File: src/rtl/bridge_pwm_steer.sv
module bridge_pwm_steer #(
  parameter int PER_W  = 8,
  parameter int FRAC_W = 2,
  parameter int DB_W   = 7
) (
  input  logic                    clk,
  input  logic                    rst_n,
  input  logic [1:0]              mode_hi,
  input  logic [PER_W-1:0]        period,
  input  logic [PER_W+FRAC_W-1:0] duty,
  input  logic [1:0]              bridge_cfg,
  input  logic [1:0]              pol_sel,
  input  logic [DB_W-1:0]         dead,
  output logic [3:0]              pin,
  output logic [3:0]              pin_own
);

  localparam int POS_W = PER_W + FRAC_W;
  localparam logic [FRAC_W-1:0] FRAC_LAST = '1;
  localparam logic [DB_W-1:0]   RUN_SAT   = '1;

  logic [PER_W-1:0]  step_q, per_q;
  logic [FRAC_W-1:0] sub_q;
  logic [POS_W-1:0]  duty_q;
  logic [DB_W-1:0]   run_a, run_b;
  logic [3:0]        act_q;

  wire en       = (mode_hi == 2'b11);
  wire [POS_W-1:0] pos = {step_q, sub_q};
  wire at_end   = (sub_q == FRAC_LAST) && (step_q == per_q);
  wire raw      = en && (pos < duty_q);
  wire side_a   = raw && (run_a >= dead);
  wire side_b   = en && !raw && (run_b >= dead);
  wire [3:0] flip = {pol_sel[0], pol_sel[1], pol_sel[0], pol_sel[1]};

  logic [3:0] act_d, own_d;

  always_comb begin
    act_d = 4'b0000;
    own_d = 4'b0000;
    if (en) begin
      unique case (bridge_cfg)
        2'b00: begin own_d = 4'b0001; act_d = {3'b000, raw}; end
        2'b01: begin own_d = 4'b1111; act_d = {raw, 2'b00, 1'b1}; end
        2'b10: begin own_d = 4'b0011; act_d = {2'b00, side_b, side_a}; end
        default: begin own_d = 4'b1111; act_d = {1'b0, 1'b1, raw, 1'b0}; end
      endcase
    end
  end

  always_ff @(posedge clk or negedge rst_n) begin
    if (!rst_n) begin
      step_q  <= '0;
      sub_q   <= '0;
      per_q   <= '0;
      duty_q  <= '0;
      run_a   <= '0;
      run_b   <= '0;
      act_q   <= '0;
      pin_own <= '0;
      pin     <= '0;
    end else begin
      act_q   <= act_d;
      pin_own <= own_d;
      pin     <= own_d & (act_d ^ flip);
      run_a   <= raw ? ((run_a == RUN_SAT) ? run_a : run_a + 1'b1) : '0;
      run_b   <= (en && !raw) ? ((run_b == RUN_SAT) ? run_b : run_b + 1'b1) : '0;
      if (!en || at_end) begin
        step_q <= '0;
        sub_q  <= '0;
        per_q  <= period;
        duty_q <= duty;
      end else if (sub_q == FRAC_LAST) begin
        step_q <= step_q + 1'b1;
        sub_q  <= '0;
      end else begin
        sub_q  <= sub_q + 1'b1;
      end
    end
  end

  a_r8_no_overlap: assert property (@(posedge clk) disable iff (!rst_n)
    !(act_q[0] && act_q[1]));

  a_r2_release: assert property (@(posedge clk) disable iff (!rst_n)
    (mode_hi != 2'b11) |=> (pin_own == 4'b0000 && pin == 4'b0000));

  a_r3_step_bound: assert property (@(posedge clk) disable iff (!rst_n)
    step_q <= per_q);

  a_r5_hold_latch: assert property (@(posedge clk) disable iff (!rst_n)
    (en && !at_end) |=> ($stable(per_q) && $stable(duty_q)));

  a_r7_forward_hold: assert property (@(posedge clk) disable iff (!rst_n)
    (en && bridge_cfg == 2'b01) |=> (act_q[0] && !act_q[1] && !act_q[2]));

endmodule

File: config.mk
export PLATFORM = sky130hd
export DESIGN_NAME = bridge_pwm_steer
export DESIGN_NICKNAME = d
export VERILOG_FILES = /design/src/rtl/bridge_pwm_steer.sv
export SDC_FILE = /design/constraint.sdc
export NUM_CORES = 1
export LEC_CHECK = 0
export BUFFER_PORTS_ARGS = -buffer_cell sky130_fd_sc_hd__buf_2
export CAP_MARGIN = 30
export CELL_PAD_IN_SITES_DETAIL_PLACEMENT = 1
export CELL_PAD_IN_SITES_GLOBAL_PLACEMENT = 1
export CORE_ASPECT_RATIO = 1.2
export CORE_MARGIN = 2
export CORE_UTILIZATION = 39
export CTS_CLUSTER_SIZE = 30
export DETAILED_ROUTE_END_ITERATION = 6
export PLACE_DENSITY = 0.74
export SKIP_LAST_GASP = 1
export SLEW_MARGIN = 20
export SYNTH_ARGS = -nofsm -noshare
export SYNTH_HDL_FRONTEND = slang
export SYNTH_SLANG_ARGS = --single-unit
File: constraint.sdc
create_clock -name clk -period 2 [get_ports clk]
set_clock_uncertainty 0.15 [all_clocks]
set_input_delay 0.1 -clock clk [delete_from_list [all_inputs] [get_ports clk]]
set_output_delay 0.1 -clock clk [all_outputs]
set_load 0.02 [all_outputs]
==> results.md <==
* Cell Count, Final, Fillers Out at 452
* Die height at approximately 95 um
* CP bufs+invs at 2
* Worst-path fanout max at 14
* Largest cells by area after synthesis: dfrtp_1 46%, ha_1 13%, nor2_1 4.4%
* GRT Total Usage at between 10% and 20%
* Final Setup Violations at 10
* Remaining antenna violation count after routing at 0
* WL per Instance at approximately 15 um
* Max incr delay on CP at roughly 0.40 ns
* Initial antenna violation count at 0
* Die area at ~7500 sq um
* # fillers at roughly 780
* R2R cell count at 7
* ANT cells at 0
* Worst Max-Slew Pin Slew at about 0.54 ns
* Post-Synth XOR/XNOR Area at under 10%
* Critical-path cell list: buf_4 -> xor2_1 -> nor4_1 -> nand3_1 -> o21ai_4 -> buf_12 -> mux2_2
* Met3 WL at approximately 170 um
* HP Class: in2reg
* Place WS at -0.0756 ns
* Pleak at about 1.8 nW
* Synth area leader: dfrtp_1
* Via density at between 5 and 6
* Max-Slew Margin vs Limit at approximately 64%
* Most frequent cell after synthesis: dfrtp_1
* DRC errors left at 0
* Latest clock arrival within the worst-skew pair at ~0.31 ns
* Vias in the first global route at 2515
* Crit path required time at ~2.0 ns
* HPWL after detailed placement at around 5200 um
* Reg2reg setup slack at -0.04 ns
* Netlist cell types at 34
* Max VDD drop at roughly 0.00036 V
* Routed met2 length at 4020 um
* I/O pin count at between 40 and 50
* DRT Pass-1 Iters at 4
* Global-route wire length before repair at roughly 11000 um
* Hold endpoint: pin[3]
* Standard-cell rows at 33
* Area delta synth->final at 33.7%
* Violated checks: setup timing
* CTS tree: yes
* Tot Pwr at just under 2 mW
* Mapped Cells at 269
* Post-synth EDFFs at 0
* Max Fclk at between 0.4 and 0.5 GHz
* Worst r2r src: step_q[6]
* Worst setup path startpoint: step_q[6]
* Post-route setup slack at -0.0379 ns
* Largest net degree at the start of global routing at 24
* Max cap viols at 0
* Starting density of the core at a little under 40%
* Num CTS Buffers at 5
* Fin. Hold Viols at 0
* Slew Limit Fails at 0
* CTS root buf: clkbuf_8
* Crit Path Class: reg2reg
* Critical-path top delay cell: dfrtp_1
* Pwr per Cell Area at 540 nW/um^2
* Footprint of the multi-input gates at approximately 1400 sq um
* Placed cells at roughly 410
* Compound-Gate Fraction of Synth Area at approximately 9.1%
* Register area at approximately 1200 sq um
* Uppermost layer routed: met4
* Post-synthesis adder-cell area fraction at between 10% and 20%
* Setup crit end kind: register
* Multiplexer share of the synthesized area at roughly 4.6%
* Wl on met1 at 2580 um
* Asr flop ratio synth at between 90% and 100%
* Fin crit period at 2.04 ns
* Core area at 6730 sq um
* Synth Warn # at 0
* Vias post-DR at between 2000 and 2500
* Seq/Total Area, Yosys at between 40% and 50%
* WP data arrival at ~2.1 ns
* H-tree levels at 2
* Register bit total from synthesis at just under 50
* Family with the most delay on the worst path: simple AND/OR/NAND/NOR gates
* Worst-path clk slew at about 0.1 ns
* Clock Sinks at 49
* Fin crit share at 102%
* Overflow after GRT at 0
* Layout cell share with drive strength beyond 1 at 26.6%
* Crit start category: register
* Largest family of logic cells by synthesized area: simple AND/OR/NAND/NOR gates
* DRT Wirelength at approximately 7000 um
* Initial DRC count at 50
* Syn Area/Cell at roughly 10 sq um
* Most common flop cell mapped by yosys: dfrtp_1
* Final Wtd Congestion at ~0.83
* Final #Nets at between 400 and 500
* Reg2reg end: per_q[4]
* Post-synth top area share at 46.0%
* Max Root-Sink Buffers at 2
* Hold Path Depth at 3
* Netlist Area Pre-Place at around 2700 sq um
* Post-synth top cells: 49 x dfrtp_1, 31 x nor2_1, 27 x ha_1, 27 x nand2_1, 22 x inv_1
* Simple-Gate Fraction of Synth Area at 15.5%
* RSZ-0062 raised after global routing: yes
* Hold_sp: pol_sel[0]
* Die width at roughly 80 um
* PortBufs at 40
* Post-Place Cell Area at about 3100 sq um
* Status: finished, violations left
* Final Cell Area at ~3600 sq um
* Syn_nets at 329
==> layout by cell type, fill, tap and decap left out, types with 2 or more instances in the layout <==
cell type	synthesis	final
buf_4	1	28
nand3_1	10	9
a21o_1	2	2
ha_1	27	27
nor2_1	31	30
nor3_1	4	3
xnor2_1	11	11
o21ai_0	14	13
buf_2	2	40
a21oi_1	11	7
clkbuf_8	0	5
a21oi_2	0	4
dfrtp_1	49	48
a31oi_1	5	3
mux2_1	3	3
and3_1	5	4
nor2b_1	2	2
clkinv_2	0	2
mux2i_1	2	2
dlygate4sd3_1	0	24
nand2_1	27	26
nand4_1	9	9
xor2_1	13	13
mux2_2	6	6
inv_1	22	22
==> what timing repair did <==
item | 4_1_cts | 5_1_grt
gates resized for setup | 4 | 13
setup buffers | 5 | 3
hold buffers | 24 | 0
setup endpoints to repair | 25 | 39
pin swaps | 1 | 9
endpoints found under the hold margin | 45 | 0
==> worst min-delay path: stages <==
cell,delay (ns)
buf_2,0.15
xor2_1,0.09
nor2_1,0.09
==> registers in the layout, indices dropped and copies added (netlist names) <==
register,count
duty_q,10
per_q,8
pin,4
pin_own,3
run_a,7
run_b,7
step_q,8
sub_q,2
==> worst max-delay path by stage <==
stage | endpoint | slack [ns] | cells past startpoint
6_report | per_q[4] | -0.04 | 7
5_1_grt | pin[1] | -0.12 | 7
4_1_cts | pin[1] | -0.07 | 7
3_5_place_dp | pin[1] | -0.08 | 7
3_3_place_gp | pin[1] | 0.02 | 6
2_1_floorplan | pin[0] | 0.003 | 7
==> logic make-up (layout without fill, tap and decap cells) <==
family,after synthesis,count (layout)
xor gates and xnor gates,24,24
AOI/OAI and AO/OA,39,39
buffers and inverters,27,123
muxes,11,11
DFF,49,49
adders and majority gates,27,27
and+or+nand+nor,92,92
==> area by class of cell <==
| type | instances | share of cell area (%) |
|---|---|---|
| multi-input combinational | 193 | 39.0 |
| sequential | 49 | 34.4 |
| timing repair buffer | 93 | 18.8 |
| tap | 87 | 3.05 |
| inverter | 22 | 2.32 |
| clock buffer | 6 | 2.04 |
| clock inverter | 2 | 0.281 |
==> power by group <==
group / switching, mW / total [mW] / internal (mW)
registers: 0.0200 / 1.05 / 1.03
logic: 0.150 / 0.291 / 0.141
clock network: 0.339 / 0.582 / 0.243
total: 0.508 / 1.92 / 1.41
==> per-layer routing <==
metal	GRT usage [%]	up-vias
li1	-	1104
met1	19.9	1109
met2	39.6	42
met3	3.25	20
met4	7.33	0
met5	0	-
==> metrics by stage <==
step           setup TNS (ns)  hold WS, ns  util [%]
4_1_cts                -0.131      0.00163      51.8
3_5_place_dp           -0.463      -0.0287      46.2
3_3_place_gp                0      -0.0444      46.2
2_1_floorplan               0       -0.346         -
6_report               -0.204      0.00888      52.9
5_1_grt                 -1.82       0.0161      52.9
No activity file was read; power rests on OpenSTA's default activity.
